`config.mk`:
```
export PLATFORM = sky130hd
export DESIGN_NAME = swreg_bridge
export DESIGN_NICKNAME = d
export VERILOG_FILES = /design/src/rtl/swb_pkg.sv /design/src/rtl/swb_grant.sv /design/src/rtl/swb_xact.sv /design/src/rtl/swreg_bridge.sv
export SDC_FILE = /design/constraint.sdc
export NUM_CORES = 1
export LEC_CHECK = 0
export ABC_AREA = 1
export BUFFER_PORTS_ARGS = -buffer_cell sky130_fd_sc_hd__buf_2
export CAP_MARGIN = 10
export CORE_ASPECT_RATIO = 0.9
export CORE_MARGIN = 2
export CORE_UTILIZATION = 25
export DETAILED_ROUTE_END_ITERATION = 10
export PLACE_DENSITY = 0.55
export SLEW_MARGIN = 0
export SYNTH_ARGS = -nofsm -noshare
export SYNTH_HDL_FRONTEND = slang
export SYNTH_SLANG_ARGS = --single-unit
```
`constraint.sdc`:
```
create_clock -name clk -period 2.1 [get_ports clk]
set_input_delay 0.21 -clock clk [delete_from_list [all_inputs] [get_ports clk]]
set_output_delay 0.21 -clock clk [all_outputs]
set_load 0.02 [all_outputs]
```
`src/rtl/swb_pkg.sv`:
```
package swb_pkg;
    localparam int unsigned HOST_AW  = 8;
    localparam int unsigned HOST_DW  = 32;
    localparam int unsigned PAGE_W   = 8;
    localparam int unsigned REGN_W   = 8;
    localparam int unsigned SW_DW    = 2 * HOST_DW;

    localparam logic [HOST_AW-1:0] OFS_CMD = 8'h2C;
    localparam logic [HOST_AW-1:0] OFS_WHI = 8'h30;
    localparam logic [HOST_AW-1:0] OFS_WLO = 8'h34;
    localparam logic [HOST_AW-1:0] OFS_RHI = 8'h38;
    localparam logic [HOST_AW-1:0] OFS_RLO = 8'h3C;
    localparam logic [HOST_AW-1:0] OFS_CTL = 8'h40;

    localparam int unsigned CMD_GO    = 0;
    localparam int unsigned CMD_DIR   = 1;
    localparam int unsigned CMD_RST   = 2;
    localparam int unsigned CMD_REG0  = 16;
    localparam int unsigned CMD_PAGE0 = 24;
    localparam int unsigned CTL_REQ   = 3;

    typedef struct packed {
        logic [PAGE_W-1:0] page;
        logic [REGN_W-1:0] regn;
        logic              rst;
        logic              dir;
    } cmd_t;
endpackage

```
`src/rtl/swb_grant.sv`:
```
module swb_grant #(
    parameter int unsigned LAT = 3
) (
    input  logic clk,
    input  logic rst_n,
    input  logic req_i,
    output logic gnt_o
);
    localparam int unsigned CW = $clog2(LAT + 1);

    typedef struct packed {
        logic [CW-1:0] cnt;
        logic          gnt;
    } st_t;

    st_t st_d, st_q;

    always_comb begin
        st_d = st_q;
        if (!req_i) begin
            st_d.cnt = '0;
            st_d.gnt = 1'b0;
        end else if (!st_q.gnt) begin
            if (st_q.cnt == CW'(LAT - 1)) st_d.gnt = 1'b1;
            else                          st_d.cnt = st_q.cnt + 1'b1;
        end
    end

    always_ff @(posedge clk) begin
        if (!rst_n) st_q <= '0;
        else        st_q <= st_d;
    end

    assign gnt_o = st_q.gnt & req_i;

    // a cleared request leaves no stored grant behind
    a_r2_grant_drops: assert property (@(posedge clk) disable iff (!rst_n)
        !req_i |=> !st_q.gnt);
    // a held grant persists while the request stays up
    a_r2_grant_holds: assert property (@(posedge clk) disable iff (!rst_n)
        gnt_o |=> (gnt_o || !req_i));
endmodule

```
`src/rtl/swb_xact.sv`:
```
module swb_xact
    import swb_pkg::*;
(
    input  logic             clk,
    input  logic             rst_n,
    input  logic             start_i,
    input  cmd_t             cmd_i,
    input  logic             sw_ack_i,
    input  logic [SW_DW-1:0] sw_rdata_i,
    output logic             busy_o,
    output cmd_t             cmd_o,
    output logic [SW_DW-1:0] rdata_o
);
    typedef struct packed {
        logic             busy;
        cmd_t             cmd;
        logic [SW_DW-1:0] rdata;
    } st_t;

    st_t st_d, st_q;

    always_comb begin
        st_d = st_q;
        if (!st_q.busy) begin
            if (start_i) begin
                st_d.busy = 1'b1;
                st_d.cmd  = cmd_i;
            end
        end else if (sw_ack_i) begin
            st_d.busy = 1'b0;
            if (!st_q.cmd.dir) st_d.rdata = sw_rdata_i;
        end
    end

    always_ff @(posedge clk) begin
        if (!rst_n) st_q <= '0;
        else        st_q <= st_d;
    end

    assign busy_o  = st_q.busy;
    assign cmd_o   = st_q.cmd;
    assign rdata_o = st_q.rdata;

    // the request persists until acknowledged
    a_r6_req_held: assert property (@(posedge clk) disable iff (!rst_n)
        (busy_o && !sw_ack_i) |=> busy_o);
    // an acknowledge always clears the go flag
    a_r7_go_clears: assert property (@(posedge clk) disable iff (!rst_n)
        (busy_o && sw_ack_i) |=> !busy_o);
    // read results only move on an acknowledge
    a_r7_rdata_quiet: assert property (@(posedge clk) disable iff (!rst_n)
        !busy_o |=> $stable(rdata_o));
    // a write transaction leaves read results alone
    a_r7_write_keeps_rdata: assert property (@(posedge clk) disable iff (!rst_n)
        (busy_o && cmd_o.dir) |=> $stable(rdata_o));
    // command fields frozen while a transaction is active
    a_r9_cmd_frozen: assert property (@(posedge clk) disable iff (!rst_n)
        busy_o |=> $stable(cmd_o));
endmodule

```
`src/rtl/swreg_bridge.sv`:
```
module swreg_bridge
    import swb_pkg::*;
#(
    parameter int unsigned GRANT_LAT = 3
) (
    input  logic               clk,
    input  logic               rst_n,
    input  logic [HOST_AW-1:0] host_addr,
    input  logic               host_wr,
    input  logic               host_rd,
    input  logic [HOST_DW-1:0] host_wdata,
    output logic [HOST_DW-1:0] host_rdata,
    input  logic               sw_init_done,
    output logic               sw_req,
    output logic               sw_write,
    output logic [PAGE_W-1:0]  sw_page,
    output logic [REGN_W-1:0]  sw_reg,
    output logic [SW_DW-1:0]   sw_wdata,
    input  logic               sw_ack,
    input  logic [SW_DW-1:0]   sw_rdata
);
    localparam int unsigned PAD_W = CMD_REG0 - CMD_RST - 1;

    typedef struct packed {
        logic               req;
        logic [HOST_DW-1:0] whi;
        logic [HOST_DW-1:0] wlo;
    } st_t;

    st_t st_d, st_q;

    logic             gnt;
    logic             busy;
    logic             start;
    cmd_t             new_cmd;
    cmd_t             cur_cmd;
    logic [SW_DW-1:0] rdata;

    always_comb begin
        st_d = st_q;
        if (host_wr) begin
            unique case (host_addr)
                OFS_CTL: st_d.req = host_wdata[CTL_REQ];
                OFS_WHI: st_d.whi = host_wdata;
                OFS_WLO: st_d.wlo = host_wdata;
                default: ;
            endcase
        end
    end

    always_ff @(posedge clk) begin
        if (!rst_n) st_q <= '0;
        else        st_q <= st_d;
    end

    assign start = host_wr && (host_addr == OFS_CMD) && host_wdata[CMD_GO] && gnt;

    always_comb begin
        new_cmd.page = host_wdata[CMD_PAGE0 +: PAGE_W];
        new_cmd.regn = host_wdata[CMD_REG0 +: REGN_W];
        new_cmd.rst  = host_wdata[CMD_RST];
        new_cmd.dir  = host_wdata[CMD_DIR];
    end

    swb_grant #(.LAT(GRANT_LAT)) grant_i (
        .clk   (clk),
        .rst_n (rst_n),
        .req_i (st_q.req),
        .gnt_o (gnt)
    );

    swb_xact xact_i (
        .clk        (clk),
        .rst_n      (rst_n),
        .start_i    (start),
        .cmd_i      (new_cmd),
        .sw_ack_i   (sw_ack),
        .sw_rdata_i (sw_rdata),
        .busy_o     (busy),
        .cmd_o      (cur_cmd),
        .rdata_o    (rdata)
    );

    assign sw_req   = busy;
    assign sw_write = cur_cmd.dir;
    assign sw_page  = cur_cmd.page;
    assign sw_reg   = cur_cmd.regn;
    assign sw_wdata = {st_q.whi, st_q.wlo};

    always_comb begin
        host_rdata = '0;
        if (host_rd) begin
            unique case (host_addr)
                OFS_CMD: host_rdata = {cur_cmd.page, cur_cmd.regn, {PAD_W{1'b0}},
                                       cur_cmd.rst, cur_cmd.dir, busy};
                OFS_WHI: host_rdata = st_q.whi;
                OFS_WLO: host_rdata = st_q.wlo;
                OFS_RHI: host_rdata = rdata[SW_DW-1 -: HOST_DW];
                OFS_RLO: host_rdata = rdata[HOST_DW-1:0];
                OFS_CTL: host_rdata = {25'b0, sw_init_done, 1'b0, gnt, st_q.req, 3'b0};
                default: host_rdata = '0;
            endcase
        end
    end

    // a transaction only starts from an edge where the grant was held
    a_r8_start_needs_grant: assert property (@(posedge clk) disable iff (!rst_n)
        $rose(busy) |-> $past(gnt));
    // the grant never appears in the cycle the request rises
    a_r2_no_instant_grant: assert property (@(posedge clk) disable iff (!rst_n)
        $rose(st_q.req) |-> !gnt);
    // staging words move only on host writes
    a_r4_stage_quiet: assert property (@(posedge clk) disable iff (!rst_n)
        !host_wr |=> $stable(sw_wdata));
endmodule

```
== After elaboration in Yosys (flattened, before gate mapping) ==
Index checks and enable logic that the tools add are counted.
Operators by class
  $add $sub $neg: 1
  equality and inequality tests: 7
  multiplexer cells: 7
  bitwise operators: 5
  reduce and logical (&&, ||, !) cells: 10
Operators with widths (count)
  32-bit case mux with 6 select lines: 1
  8-bit by 6-bit equality test with 1-bit output, second input constant: 5
  32-bit 2-to-1 mux: 1
  19-bit 2-to-1 mux: 1
  2-bit AND reduction: 6
  8-bit by 7-bit equality test with 1-bit output, second input constant: 1
  1-bit 2-to-1 mux: 4
  1-bit NOT: 4
  1-bit logical AND: 3
  3-bit AND reduction: 1
  2-bit by 1-bit adder with 2-bit output, second input constant: 1
  2-bit equality test, second input constant: 1
  1-bit AND: 1
Storage, ports and cells
  flip-flop bits (word level): 151
  input bits: 110

== Longest topological paths before layout ==
  depth after elaboration: 6
  depth in mapped cells: 10

== Hierarchy ==
A second synthesis with hierarchy kept.
Second synthesis, totals
  cell total of the unflattened synthesis: 1195
  area total of the unflattened synthesis: 7549.7 um^2
By module, submodules not included
  swreg_bridge: times used 1, cells each 687, area each 4124.0 um^2, sequential area each 1301.2 um^2
  swb_xact: times used 1, cells each 489, area each 3289.4 um^2, sequential area each 1661.6 um^2
  swb_grant: times used 1, cells each 19, area each 136.4 um^2, sequential area each 60.1 um^2

== Worst setup path before layout ==
OpenSTA, ideal clock, no wires.
  path type: input port to output port
  start point: input host_addr[6]
  end point: output host_rdata[6]
  data arrival time: 1294 ps
  data required time: 1890 ps
  setup slack: 596 ps
  stages: 8
  path buffers: 1
  cell sequence: nor2_1 > nand2_2 > nor2_2 > buf_2 > nand2_1 > nand3_1 > nor2_1 > nor2_1
On the way
  cells in the longest elaborated chain, start to end: 3
  elaborated cells between the ends (all ways): 8
RTL lines
  start: declaration: RTL line swreg_bridge.sv:8  | input logic [HOST_AW-1:0] host_addr,
  8-bit by 7-bit equality test with 1-bit output or 8-bit by 6-bit equality test with 1-bit output (tied branches): RTL line swreg_bridge.sv:93  | unique case (host_addr)
  32-bit case mux with 6 select lines (*): RTL line swreg_bridge.sv:93
  32-bit 2-to-1 mux (*): RTL line swreg_bridge.sv:92  | if (host_rd) begin
  end: declaration: RTL line swreg_bridge.sv:12  | output logic [HOST_DW-1:0] host_rdata,
Every way passes the cells marked *; elsewhere a longest branch is shown, timed or not.

== Final worst setup path ==
  start point: input host_addr[6]
  end point: output host_rdata[15]
Same word-level chain as after synthesis.

==> run_results.csv <==
group,metric,value,unit
worst_setup_path,critPathLaunch,"host_addr[6]",
worst_setup_path,critical_path_peak_fanout,25,
worst_hold_path,hold_start,"sw_rdata[26]",
place,port-buffer-count,223,
worst_setup_path,crit_top_cell,"nor2_1",
flow_run,maxCapViolCount,0,
synth,ys_seq_area_frac,0.452,
sta,rsz0062_at_grt,"no",
floorplan,die_x,176,um
clock_tree,post_cts_resized,0,
power_and_ir_drop,p_per_area,713,nW/um^2
floorplan,die_area,28100,um^2
layout,syn2layout_area_growth,32.8,%
worst_setup_path,critPathBufInv,3,
clock_tree,insertion_delay,0.43,ns
power_and_ir_drop,switching_share,0.246,
synth,syn_nets,1124,
clock_tree,cts.path.max_buffers,2,
worst_setup_path,cp_cell_sequence,"buf_2 > nor2_1 > nand2_2 > nor2_4 > buf_12 > nor2_1 > nand3_1 > nand2_1 > nor2_1 > buf_2",
grt,grt_pass1_vias,6797,
place,placed_cells,1534,
power_and_ir_drop,comb_power_share,0.048,
power_and_ir_drop,switching_power,0.00156,W
status,status,"completed",
synth,synth_edf_count,0,
sta,fin_skew,0.0109,ns
synth,syn-cell-area,6690,um^2
worst_setup_path,critPathRequiredTime,1.89,ns
layout,final_nets,1328,
place,dpl_worst_slack,0.193,ns
synth,syn_inst,1013,
synth,synth_top_area_frac,0.452,
layout,drive_gt1_frac,0.244,
sta,worst_slack,0.200,ns
place,gp_congestion,0.795,
worst_setup_path,cp.arrival,1.69,ns
drt,drc,0,
synth,ys.flop_type,"dfxtp_1",
power_and_ir_drop,p_leak,4.18,nW
synth,synth_area_leader_cell,"dfxtp_1",
sta,finalHoldViolCount,0,
synth,yosys_register_bits,151,
sta,max_freq,526,MHz
sta,slew_viol_final,0,
synth,synth.yosys.warnings,0,
drt,drtAntennaViolNets,0,
grt,grt_overflow_total,0,
place,post-dp-hpwl,18600,um
floorplan,core_area,26200,um^2
sta,slew_headroom,0.520,
layout,fin_cells,1579,
drt,drt-met1-wl,13200,um
synth,yosys-top-cells-area,"dfxtp_1 (45%), nor2_1 (17%), nand2_1 (13%), o21ai_0 (8.0%), nand3_1 (4.6%)",
clock_tree,cts_max_level,4,
drt,drt-pass1-iter-count,4,
drt,wl_met3,1330,um
power_and_ir_drop,seq_power_share,0.452,
drt,dr_wl_met2,11800,um
floorplan,initial_core_util,0.255,
worst_setup_path,crit_slowest_cell,"buf_12",
synth,postSynthAreaPerCell,6.60,um^2
synth,synth_cell_type_count,24,
power_and_ir_drop,peakVddDrop,0.000548,V
worst_setup_path,critPathKind,"primary input to output port",
drt,routed_via_density,4.49,
clock_tree,numCtsBuffers,17,
drt,drt_iter0_markers,387,
synth,synth_common_cells,"nor2_1 (307), nand2_1 (236), dfxtp_1 (151), o21ai_0 (107), nand3_1 (62)",
floorplan,die_height,159,um
grt,grt_max_degree,65,
grt,antenna_found_initial,1,
sta,fin_crit_sh,0.905,
clock_tree,cts_tree,"yes",
sta,tns,0,ns
clock_tree,post-cts-setup-buffer-count,0,
floorplan,num_io_pins,224,
sta,finalSetupViolCount,0,
drt,vias,7088,
worst_setup_path,cp-end-kind,"output port",
clock_tree,clk_pin_slew,0.07,ns
drt,routed_wl,26800,um
grt,grt_pass1_wl,40300,um
sta,worstMarginPinSlew,0.720,ns
drt,routedWlPerCell,17.0,um
grt,grt_use_total,0.188,
clock_tree,cts.sinks,151,
sta,period_needed,1.90,ns
synth,yosysMostFrequentCell,"nor2_1",
drt,top_layer,"met4",
worst_setup_path,startpoint_type,"primary input",
worst_hold_path,hold_class,"primary input to register",
power_and_ir_drop,p_int,0.00478,W
worst_setup_path,slowest_delay,0.22,ns
worst_setup_path,path_delay_family,"simple AND/OR/NAND/NOR gates",
floorplan,core.rowCount,56,
worst_setup_path,r2r_start,"xact_i.busy_o",
clock_tree,root_buffer,"clkbuf_16",
clock_tree,postCtsHoldBufs,10,
power_and_ir_drop,clkPwrFrac,0.500,
synth,synthArstFlopShare,0,
sta,whs,0.0107,ns
-- area by class of cell --
cell class / count / area (um^2)
fillers: 2890 / 17300
multi-input cells: 767 / 3220
flip-flops and latches: 151 / 3020
repair buffers: 266 / 1560
well taps: 348 / 435
clock buffers: 18 / 429
clock inverters: 14 / 163
inverters: 14 / 55.1
diodes: 1 / 2.50
-- worst register-to-register path, delay by kind of cell (launching register included) --
family	cells	cell delay, ns
buf+inv	1	0.58
flops	1	0.47
simple gates	3	0.36
compound gates	1	0.23
-- through the flow --
stage,cell area [um^2],utilization,total power (W)
after floorplan,6690,-,0.00303
after global placement,8170,0.312,0.00322
after detailed placement,8170,0.312,0.00322
after CTS,8860,0.338,0.00639
after global routing,8880,0.339,0.00654
final,8880,0.339,0.00634
-- cell usage in the layout (no fill, tap or decap), drive strengths merged --
cell type and instances:
a211oi 1, a21oi 35, buf 254, bufinv 2, clkbuf 18, clkinv 2
clkinvlp 3, dfxtp 151, diode 1, dlygate4sd3 12, ha 1, inv 21
nand2 239, nand3 62, nor2 313, nor3 1, o21a 1, o21ai 114
-- power by group through the flow --
stage	registers (W)	clock network, W	logic (W)
finish	0.00287	0.00317	0.000307
global route	0.00286	0.00335	0.000332
CTS	0.00287	0.00322	0.000304
detailed placement	0.00293	0	0.000288
global placement	0.00293	0	0.000288
floorplan	0.00293	0	0.0000934
-- worst paths after layout --
kind         slack, ns  cells after the start                  to
max               0.20                     10      host_rdata[15]
min               0.01                      3  xact_i.rdata_o[26]
max reg2reg       0.41                      5  xact_i.rdata_o[49]
min reg2reg       0.47                      2        sw_wdata[31]
-- kinds of logic after synthesis --
| family | count (synthesis) | share of synthesized area |
|---|---|---|
| buffers and inverters | 95 | 0.0701 |
| and+or+nand+nor | 615 | 0.362 |
| AOI/OAI and AO/OA | 151 | 0.114 |
| adders and majority gates | 1 | 0.00187 |
| DFF | 151 | 0.452 |
-- flip-flops by register name, summed over array words and instances (netlist names) --
register / cells
xact_i.rdata_o: 64
sw_wdata: 64
grant_i.st_q: 3
xact_i.busy_o: 1
xact_i.cmd_o: 18
st_q: 1
-- routing by layer --
metal | vias to the layer above | GRT usage
met5 | - | 0
met3 | 22 | 0.0380
met1 | 3247 | 0.260
li1 | 3604 | -
met2 | 215 | 0.299
met4 | 0 | 0.0477
(Power assumes the default switching activity.)
